### src/rtl/adc_rh_pkg.sv
package adc_rh_pkg;
  localparam int unsigned RES_W  = 10;
  localparam int unsigned BYTE_W = 8;
  typedef enum logic {MODE_NARROW = 1'b0, MODE_WIDE = 1'b1} rh_mode_e;
endpackage

### src/rtl/adc_rh_lock.sv
module adc_rh_lock (
  input  logic clk_i,
  input  logic rst_ni,
  input  logic wide_i,
  input  logic rd_hi_i,
  input  logic rd_lo_i,
  output logic lock_o,
  output logic accept_o
);
  logic lock_q, lock_d;

  always_comb begin
    lock_d = lock_q;
    if (!wide_i)      lock_d = 1'b0;
    else if (rd_lo_i) lock_d = 1'b0;
    else if (rd_hi_i) lock_d = 1'b1;
  end

  always_ff @(posedge clk_i or negedge rst_ni) begin
    if (!rst_ni) lock_q <= 1'b0;
    else         lock_q <= lock_d;
  end

  assign lock_o   = lock_q;
  assign accept_o = !wide_i || !lock_q || rd_lo_i;


  hi_read_sets_chk: assert property (@(posedge clk_i) disable iff (!rst_ni)
    (wide_i && rd_hi_i && !rd_lo_i) |=> lock_q);

  lo_read_clears_chk: assert property (@(posedge clk_i) disable iff (!rst_ni)
    rd_lo_i |=> !lock_q);

  narrow_clears_chk: assert property (@(posedge clk_i) disable iff (!rst_ni)
    !wide_i |=> !lock_q);
endmodule

### src/rtl/adc_rh_store.sv
module adc_rh_store #(
  parameter int unsigned RES_W  = adc_rh_pkg::RES_W,
  parameter int unsigned BYTE_W = adc_rh_pkg::BYTE_W,
  localparam int unsigned HI_W  = RES_W - BYTE_W
) (
  input  logic              clk_i,
  input  logic              rst_ni,
  input  logic              load_i,
  input  logic              wide_i,
  input  logic [RES_W-1:0]  data_i,
  output logic [HI_W-1:0]   hi_q_o,
  output logic [BYTE_W-1:0] lo_q_o
);
  logic [HI_W-1:0]   hi_q, hi_d;
  logic [BYTE_W-1:0] lo_q, lo_d;

  always_comb begin
    if (wide_i) begin
      hi_d = data_i[RES_W-1 -: HI_W];
      lo_d = data_i[BYTE_W-1:0];
    end else begin
      hi_d = '0;
      lo_d = data_i[RES_W-1 -: BYTE_W];
    end
  end

  always_ff @(posedge clk_i or negedge rst_ni) begin
    if (!rst_ni) begin
      hi_q <= '0;
      lo_q <= '0;
    end else if (load_i) begin
      hi_q <= hi_d;
      lo_q <= lo_d;
    end
  end

  assign hi_q_o = hi_q;
  assign lo_q_o = lo_q;


  wide_low_chk: assert property (@(posedge clk_i) disable iff (!rst_ni)
    (load_i && wide_i) |=> (lo_q == $past(data_i[BYTE_W-1:0])));

  narrow_low_chk: assert property (@(posedge clk_i) disable iff (!rst_ni)
    (load_i && !wide_i) |=> (lo_q == $past(data_i[RES_W-1 -: BYTE_W])));

  no_load_hold_chk: assert property (@(posedge clk_i) disable iff (!rst_ni)
    !load_i |=> ($stable(lo_q) && $stable(hi_q)));
endmodule

### src/rtl/adc_rh_view.sv
module adc_rh_view #(
  parameter int unsigned RES_W  = adc_rh_pkg::RES_W,
  parameter int unsigned BYTE_W = adc_rh_pkg::BYTE_W,
  localparam int unsigned HI_W  = RES_W - BYTE_W
) (
  input  logic              wide_i,
  input  logic [HI_W-1:0]   hi_q_i,
  input  logic [BYTE_W-1:0] lo_q_i,
  output logic [BYTE_W-1:0] hi_data_o,
  output logic [BYTE_W-1:0] lo_data_o
);
  logic [BYTE_W-1:0] hi_ext;

  generate
    if (HI_W < BYTE_W) begin : g_pad
      assign hi_ext = {{(BYTE_W-HI_W){1'b0}}, hi_q_i};
    end else begin : g_trunc
      assign hi_ext = hi_q_i[BYTE_W-1:0];
    end
  endgenerate

  always_comb begin
    hi_data_o = wide_i ? hi_ext : '0;
    lo_data_o = lo_q_i;
  end
endmodule

### src/rtl/adc_result_hold.sv
module adc_result_hold (
  input  logic       clk_i,
  input  logic       rst_ni,
  input  logic       conv_done_i,
  input  logic [9:0] conv_data_i,
  input  logic       wide_mode_i,
  input  logic       rd_hi_i,
  input  logic       rd_lo_i,
  output logic [7:0] hi_data_o,
  output logic [7:0] lo_data_o
);
  import adc_rh_pkg::*;
  localparam int unsigned HI_W = RES_W - BYTE_W;

  logic            lock, accept, load;
  logic [HI_W-1:0] hi_q;
  logic [7:0]      lo_q;

  adc_rh_lock u_lock (
    .clk_i(clk_i), .rst_ni(rst_ni), .wide_i(wide_mode_i),
    .rd_hi_i(rd_hi_i), .rd_lo_i(rd_lo_i),
    .lock_o(lock), .accept_o(accept)
  );

  assign load = conv_done_i && accept;

  adc_rh_store #(.RES_W(RES_W), .BYTE_W(BYTE_W)) u_store (
    .clk_i(clk_i), .rst_ni(rst_ni), .load_i(load), .wide_i(wide_mode_i),
    .data_i(conv_data_i), .hi_q_o(hi_q), .lo_q_o(lo_q)
  );

  adc_rh_view #(.RES_W(RES_W), .BYTE_W(BYTE_W)) u_view (
    .wide_i(wide_mode_i), .hi_q_i(hi_q), .lo_q_i(lo_q),
    .hi_data_o(hi_data_o), .lo_data_o(lo_data_o)
  );


  always_comb begin
    if (rst_ni) hi_upper_zero_chk: assert (hi_data_o[7:HI_W] == '0);
  end

  frozen_drop_chk: assert property (@(posedge clk_i) disable iff (!rst_ni)
    (wide_mode_i && lock && !rd_lo_i) |=> $stable(lo_q));

  free_capture_chk: assert property (@(posedge clk_i) disable iff (!rst_ni)
    (conv_done_i && !lock) |=> (lo_q == ($past(wide_mode_i) ?
      $past(conv_data_i[7:0]) : $past(conv_data_i[9:2]))));
endmodule

### config.mk
export PLATFORM = sky130hd
export DESIGN_NAME = adc_result_hold
export DESIGN_NICKNAME = d
export VERILOG_FILES = /design/src/rtl/adc_rh_pkg.sv /design/src/rtl/adc_rh_lock.sv /design/src/rtl/adc_rh_store.sv /design/src/rtl/adc_rh_view.sv /design/src/rtl/adc_result_hold.sv
export SDC_FILE = /design/constraint.sdc
export NUM_CORES = 1
export LEC_CHECK = 0
export ABC_AREA = 1
export BUFFER_PORTS_ARGS = -buffer_cell sky130_fd_sc_hd__buf_4
export CAP_MARGIN = 20
export CELL_PAD_IN_SITES_DETAIL_PLACEMENT = 1
export CELL_PAD_IN_SITES_GLOBAL_PLACEMENT = 1
export CORE_MARGIN = 3
export CORE_UTILIZATION = 31
export CTS_CLUSTER_DIAMETER = 80
export DETAILED_ROUTE_END_ITERATION = 7
export PLACE_DENSITY_LB_ADDON = 0.1
export SLEW_MARGIN = 20
export SYNTH_ARGS = -nofsm -noshare
export SYNTH_HDL_FRONTEND = slang
export SYNTH_SLANG_ARGS = --single-unit
### constraint.sdc
create_clock -name clk_i -period 2.3 [get_ports clk_i]
set_input_delay 0.23 -clock clk_i [delete_from_list [all_inputs] [get_ports clk_i]]
set_output_delay 0.23 -clock clk_i [all_outputs]
set_load 0.02 [all_outputs]
==> run_results.csv, run 1 <==
group,metric,value,unit
layout,fin_nets,130,
detailed_routing,first_pass_iters,4,
worst_hold_path,hold_end,"u_lock.lock_o",
detailed_routing,vias_per_cell,4.45,
setup_path,r2r_slack,1.20,ns
synthesis,yosys_warnings,0,
sta,final_hold_viol_count,0,
global_routing,grt_max_degree,16,
synthesis,synth-xor-area-share,0,
sta,period_minus_slack,1.12,ns
setup_path,crit_fanout,2,
synthesis,synth_top_family_by_area,"simple AND/OR/NAND/NOR gates",
global_routing,grt_pass1_wl,2730,um
layout,fin_area,833,um^2
global_routing,track_usage,0.140,
sta,finalMaxSlewViolations,0,
die,fp.dieW,51.1,um
synthesis,syn-cell-area,632,um^2
detailed_routing,antenna_left,0,
global_routing,antenna_found_initial,0,
placed_design,gp_congestion,0.765,
die,start_util,0.347,
synthesis,synth_top_area_cell,"dfrtp_1",
setup_path,critPathRequiredTime,2.07,ns
synthesis,synth_area_leaders,"dfrtp_1 44%, nand2_1 29%, buf_4 7.1%",
setup_path,worstSetupPathType,"reg2out",
sta,finClkSkew,0.00200,ns
detailed_routing,postRouteWirelength,1580,um
flow_run,max_cap_viol_count,0,
die,core_area,1820,um^2
synthesis,synth.distinct_cells,11,
synthesis,synth-compound-area-share,0,
clocking,cts_resized,0,
detailed_routing,initialDrtViolationCount,3,
layout,syn_to_final_growth,31.9,%
synthesis,ys_ff_latch,11,
worst_hold_path,worstHoldPathCells,3,
synthesis,yosysSeqAreaShare,0.436,
layout,post_route_cells_drive_above_1_share,0.274,
setup_path,timing.rr.end,"u_store.lo_q_o[6]",
layout,final_cell_mix,"49 x nand2_1, 25 x buf_4, 11 x dfrtp_1",
clocking,cts.sinks,11,
run_status,status,"completed",
detailed_routing,drc,0,
die,die_area,2620,um^2
worst_hold_path,hold_start,"rd_hi_i",
setup_path,reg2reg_depth,4,
clocking,htree_levels,1,
global_routing,grt_pass1_vias,614,
clocking,cts_tree,"yes",
sta,period_share,0.489,
global_routing,gr-total-overflow,0,
setup_path,crit_arrival,0.89,ns
clocking,path_clk_slew,0.07,ns
placed_design,io_buffers,25,
synthesis,synth_mux_area_frac,0,
die,rows,15,
setup_path,endpoint_kind,"primary output",
sta,setup_violations,0,
setup_path,worstSetupStartpointType,"register",
setup_path,rr_startpoint,"u_lock.lock_o",
die,io-pin-count,32,
synthesis,syn_inst,87,
clocking,clock_latency,0.27,ns
synthesis,syn_area_per_cell,7.26,um^2
layout,n_antenna_cell,0,
clocking,cts_buffers,3,
sta,fmax,0.890,GHz
layout,final_common_cell,"nand2_1",
placed_design,dp.final_hpwl,1210,um
synthesis,synth-simple-area-share,0.420,
power,leakagePower,0.505,nW
sta,rsz0062_at_grt,"no",
detailed_routing,routedWlPerCell,11.4,um
synthesis,netlist.area_leader.share,0.436,
die,die_y,51.1,um
power,p_per_area,592,nW/um^2
clocking,clockBufferDepth,2,
clocking,cts_root_buf,"clkbuf_4",
worst_hold_path,hp-class,"in2reg",
placed_design,place_area,797,um^2
power,irDropWorstVdd,0.261,mV
clocking,cts_setup_buffers,0,
synthesis,synthAdderAreaFrac,0,
sta,fin_setup_tns,0,ns
clocking,hold_buffers,1,
detailed_routing,vias,614,
## worst max-delay path: stages, from the launching register on
cell and delay [ns]:
dfrtp_1 0.38, nand2_1 0.07, inv_1 0.03, buf_4 0.14
## where the power goes
part / switching [mW] / total (mW) / internal (mW)
Clock: 0.0672 / 0.134 / 0.0671
Sequential: 0.0100 / 0.223 / 0.213
Combinational: 0.0796 / 0.136 / 0.0564
## cell usage after synthesis
library cell and number:
conb_1 1, nand3b_1 2, buf_6 2, buf_2 1
inv_1 4, nand3_2 2, nand3_1 8, dfrtp_1 11
nand2_1 49, buf_4 6, nand2_2 1
## worst max-delay path by stage
stage / start / endpoint / cells past startpoint
6_report: u_store.hi_q_o[0] / hi_data_o[0] / 3
5_1_grt: u_lock.lock_o / u_store.lo_q_o[5] / 4
4_1_cts: u_lock.lock_o / u_store.lo_q_o[6] / 4
3_5_place_dp: wide_mode_i / u_store.lo_q_o[5] / 5
3_3_place_gp: wide_mode_i / u_store.lo_q_o[5] / 5
2_1_floorplan: u_lock.lock_o / u_store.hi_q_o[0] / 4
## final cells by class
type	instances	area, um^2
repair buffers	26	198
inverters	4	15.0
clock buffers	4	26.3
multi-input cells	68	288
flip-flops and latches	11	275
well taps	25	31.3
fillers	254	987
## logic make-up after synthesis
logic type | count (synthesis)
other | 1
buffers and inverters | 13
DFF | 11
and+or+nand+nor | 62
## through the flow
stage	utilization	hold WS, ns	setup slack, ns	cells	power (mW)
global route	0.458	0.197	1.13	138	0.526
detailed placement	0.438	0.0782	1.12	133	0.363
CTS	0.458	0.190	1.17	138	0.502
global placement	0.438	0.0763	1.17	133	0.362
floorplan	-	-0.0656	1.51	92	0.308
finish	0.458	0.188	1.18	138	0.493
## registers in the layout (all words and copies together), names as in the netlist
register        cells
u_lock.lock_o       1
u_store.hi_q_o      2
u_store.lo_q_o      8
## per-layer routing
| layer | routed length [um] | track usage |
|---|---|---|
| met1 | 694 | 0.179 |
| met2 | 757 | 0.227 |
| met3 | 100 | 0.0262 |
| met4 | 24 | 0.0673 |
| met5 | 0 | 0 |
Power figures use the tool's default switching activity.
==> run 2: changes to the inputs <==
CORE_UTILIZATION = 29   (was 31)
clock period = 1.1 ns   (was 2.3 ns; I/O delays follow)
==> run 2 against run 1 <==
Combinational power grew 110%. Die area up 6.1%. Global-route usage decreased by 1.5 points. Largest power group unchanged. Highest routed layer unchanged.
==> run_results.csv, run 2 (synthesized netlist as in run 1, its figures left out) <==
group,metric,value,unit
layout,final_cell_count_no_fill,142,
die,io-pin-count,32,
setup_path,worstSetupPathType,"reg2out",
sta,finClkSkew,0.000852,ns
global_routing,gr-total-overflow,0,
die,die_y,52.7,um
placed_design,dp_cells,137,
setup_path,crit_arrival,0.90,ns
sta,finalMaxSlewViolations,0,
detailed_routing,vias_per_cell,4.33,
worst_hold_path,hold_start,"rd_hi_i",
worst_hold_path,hp-class,"in2reg",
global_routing,grt_max_degree,12,
flow_run,max_cap_viol_count,0,
clocking,clockBufferDepth,2,
die,fp.dieW,52.7,um
detailed_routing,postRouteWirelength,1550,um
layout,syn_to_final_growth,34.7,%
setup_path,reg2reg_depth,4,
global_routing,grt_pass1_vias,540,
power,p_per_area,1220,nW/um^2
placed_design,io_buffers,25,
run_status,status,"completed",
sta,fin_ws,0.0904,ns
sta,final_hold_viol_count,0,
clocking,cts_root_buf,"clkbuf_4",
detailed_routing,initialDrtViolationCount,6,
sta,setup_violations,0,
setup_path,crit_fanout,2,
clocking,htree_levels,1,
setup_path,critPathBufInv,2,
placed_design,dp.final_hpwl,1190,um
layout,multi_input_area,288,um^2
sta,rsz0062_at_grt,"no",
setup_path,timing.rr.end,"u_store.lo_q_o[4]",
sta,period_share,0.918,
detailed_routing,routedWlPerCell,10.9,um
sta,fin_setup_tns,0,ns
sta,period_minus_slack,1.01,ns
global_routing,grt_pass1_wl,2430,um
clocking,clock_latency,0.27,ns
clocking,cts_buffers,3,
clocking,path_clk_slew,0.07,ns
power,leakagePower,0.514,nW
layout,largest_register_ffs,8,
power,irDropWorstVdd,0.590,mV
setup_path,slowest_stage,"dfrtp_1",
sta,fmax,0.991,GHz
die,rows,16,
global_routing,track_usage,0.125,
layout,final_core_util,0.425,
layout,post_route_cells_drive_above_1_share,0.287,
layout,n_antenna_cell,0,
setup_path,critPathRequiredTime,0.99,ns
power,p_total,1.04,mW
worst_hold_path,worstHoldPathCells,3,
setup_path,rr_startpoint,"u_lock.lock_o",
clocking,cts.sinks,11,
detailed_routing,vias,615,
setup_path,cp_cell_sequence,"nand2_1, inv_1, buf_4",
setup_path,r2r_slack,0.15,ns
placed_design,gp_congestion,0.720,
clocking,cts_tree,"yes",
detailed_routing,first_pass_iters,7,
detailed_routing,drc,0,
layout,fin_nets,132,
setup_path,endpoint_kind,"primary output",
die,core_area,2000,um^2
layout,final_common_cell,"nand2_1",
layout,final_cell_mix,"49 x nand2_1, 27 x buf_4, 11 x dfrtp_1",
die,die_area,2770,um^2
global_routing,antenna_found_initial,0,
detailed_routing,antenna_left,0,
worst_hold_path,hold_end,"u_lock.lock_o",
setup_path,worstSetupStartpointType,"register",
placed_design,pre_cts_slack,0.149,ns
layout,ff_latch_area,275,um^2
setup_path,crit_family,"flip-flops",
layout,fillCellCount,268,
setup_path,max_stage_delay,0.38,ns
die,start_util,0.316,
## run 2: cell types whose count changed in the layout (fill, tap and decap cells not counted)
cell	delta
buf_4	+2
## run 2: worst max path at each step
| stage | cells after the start | slack, ns | to | start |
|---|---|---|---|---|
| detailed placement | 4 | 0.15 | u_store.lo_q_o[4] | u_lock.lock_o |
| CTS | 3 | 0.07 | hi_data_o[0] | u_store.hi_q_o[0] |
| global route | 3 | 0.03 | hi_data_o[1] | u_store.hi_q_o[1] |
| finish | 3 | 0.09 | hi_data_o[1] | u_store.hi_q_o[1] |
| global placement | 4 | 0.18 | u_store.lo_q_o[5] | u_lock.lock_o |
| floorplan | 4 | 0.31 | u_store.hi_q_o[0] | u_lock.lock_o |
## run 2: per-stage QoR
step | hold slack, ns | instance area [um^2]
after floorplan | -0.186 | 651
after global placement | -0.0457 | 815
after detailed placement | -0.0437 | 815
after CTS | 0.0734 | 851
after global routing | 0.0811 | 851
final | 0.0747 | 851
## run 2: power breakdown
part	total [mW]	switching [mW]	internal [mW]
sequential	0.467	0.0217	0.445
clock	0.286	0.145	0.140
combinational	0.285	0.164	0.121
## run 2: what timing repair did
item | CTS | global route
setup buffers | 0 | 0
hold endpoints to repair | 11 | 0
hold buffers | 1 | 0
gates resized for setup | 0 | 0
## run 2: layer usage
layer | track usage | wire length, um
met5 | 0 | 0
met3 | 0.0199 | 100
met4 | 0.102 | 55
met1 | 0.140 | 636
met2 | 0.207 | 754
## run 2: tightest hold or removal path: cells and delay by family
family	cells	cell delay (ns)
buf+inv	1	0.08
simple gates	2	0.13
## run 2: layout make-up
cell class	instances	area share
multi-input cells	68	0.338
repair buffers	28	0.250
clock buffers	4	0.0309
inverters	4	0.0176
flip-flops and latches	11	0.324
well taps	27	0.0397
==> run 3: changes to the inputs <==
MAX_ROUTING_LAYER = met4   (was default)
RECOVER_POWER = 25   (was default)
==> run 3 against run 2 <==
Register-to-register slack about the same. Sequential cell count unchanged. Clock power about the same. Non-clock buffer count unchanged. Critical path type unchanged.
==> run_results.csv, run 3 (synthesized netlist as in run 1, its figures left out) <==
group,metric,value,unit
run_status,status,"completed",
sta,period_minus_slack,1.01,ns
sta,tightest_slew,0.620,ns
die,core_area,2000,um^2
global_routing,grt_pass1_wl,2420,um
detailed_routing,wl_met2,752,um
setup_path,worstSetupStartpointType,"register",
placed_design,io_buffers,25,
setup_path,crit_arrival,0.90,ns
global_routing,grt_max_degree,12,
die,start_util,0.316,
clocking,path_clk_slew,0.07,ns
clocking,cts_buffers,3,
sta,period_share,0.918,
setup_path,crit_fanout,2,
placed_design,dp_cells,137,
power,p_per_area,1220,nW/um^2
setup_path,critPathRequiredTime,0.99,ns
detailed_routing,drc,0,
power,p_total,1.04,mW
detailed_routing,vias_per_cell,4.33,
layout,syn_to_final_growth,34.1,%
setup_path,endpoint_kind,"primary output",
layout,post_route_cells_drive_above_1_share,0.278,
sta,final_hold_viol_count,0,
detailed_routing,wl_met3,100,um
layout,fin_area,847,um^2
layout,n_antenna_cell,0,
layout,final_common_cell,"nand2_1",
global_routing,track_usage,0.128,
sta,finalMaxSlewViolations,0,
global_routing,gr-total-overflow,0,
detailed_routing,wl_met1,634,um
global_routing,antenna_found_initial,0,
sta,relSlewSlack,0.587,
placed_design,dp.final_hpwl,1190,um
die,rows,16,
detailed_routing,routedWlPerCell,10.9,um
clocking,clock_latency,0.27,ns
die,io-pin-count,32,
layout,final_cell_mix,"49 x nand2_1, 26 x buf_4, 11 x dfrtp_1",
placed_design,place_area,815,um^2
placed_design,gp_congestion,0.728,
die,die_area,2770,um^2
clocking,htree_levels,1,
detailed_routing,postRouteWirelength,1540,um
power,irDropWorstVdd,0.590,mV
sta,rsz0062_at_grt,"no",
detailed_routing,initialDrtViolationCount,6,
detailed_routing,antenna_left,0,
sta,fin_setup_tns,0,ns
clocking,cts_root_buf,"clkbuf_4",
power,leakagePower,0.510,nW
layout,final_cell_count_no_fill,142,
layout,largest_register_ffs,8,
worst_hold_path,hp-class,"in2reg",
detailed_routing,first_pass_iters,7,
die,die_y,52.7,um
detailed_routing,vias,615,
sta,finClkSkew,0.00103,ns
sta,fmax,0.990,GHz
clocking,cts_tree,"yes",
clocking,clockBufferDepth,2,
sta,setup_violations,0,
flow_run,max_cap_viol_count,0,
clocking,cts.sinks,11,
die,fp.dieW,52.7,um
setup_path,worstSetupPathType,"reg2out",
global_routing,grt_pass1_vias,541,
detailed_routing,highest_layer,"met4",
layout,fin_nets,132,
run 3: metrics by stage:
step           setup WS, ns   util  hold WS, ns
5_1_grt              0.0295  0.423       0.0811
4_1_cts              0.0745  0.425       0.0734
3_5_place_dp          0.149  0.407      -0.0437
6_report             0.0902  0.423       0.0747
2_1_floorplan         0.308      -       -0.186
3_3_place_gp          0.178  0.407      -0.0457
run 3: report_power, final:
group          internal [mW]  switching (mW)  total [mW]  leakage [nW]
logic                  0.120           0.164       0.284         0.357
clock network          0.140           0.146       0.287        0.0150
registers              0.445          0.0215       0.467         0.138
total                  0.705           0.332        1.04         0.510
run 3: worst paths after layout:
| path | from | endpoint | slack (ns) | depth (start not counted) |
|---|---|---|---|---|
| min in group asynchronous | rst_ni | u_store.lo_q_o[0] | 0.37 | 2 |
| hold reg to reg | u_store.hi_q_o[1] | u_store.hi_q_o[1] | 0.48 | 2 |
| setup reg to reg | u_lock.lock_o | u_store.lo_q_o[4] | 0.15 | 4 |
| hold / removal | rd_hi_i | u_lock.lock_o | 0.07 | 3 |
| max in group asynchronous | rst_ni | u_store.lo_q_o[5] | 0.33 | 2 |
| setup / recovery | u_store.hi_q_o[1] | hi_data_o[1] | 0.09 | 3 |
run 3: final cells by class:
cell class | count | area (um^2)
clock buffers | 4 | 26.3
fillers | 267 | 1150
multi-input cells | 68 | 288
flip-flops and latches | 11 | 275
inverters | 4 | 15.0
well taps | 27 | 33.8
repair buffers | 28 | 209
run 3: layer usage:
| layer | track usage | up-vias |
|---|---|---|
| met5 | - | - |
| met4 | 0.102 | 0 |
| met3 | 0.0199 | 4 |
| met2 | 0.207 | 20 |
| met1 | 0.140 | 278 |
| li1 | - | 313 |
run 3: critical path: stages, from the launching register on:
cell,delay (ns)
dfrtp_1,0.38
nand2_1,0.07
inv_1,0.04
buf_4,0.14
run 3: timing repair:
action / in CTS / in global routing
gates resized for setup: 0 / 0
endpoints found under the hold margin: 11 / 0
hold buffers: 1 / 0
setup buffers: 0 / 0
endpoints found under the setup margin: 0 / 0
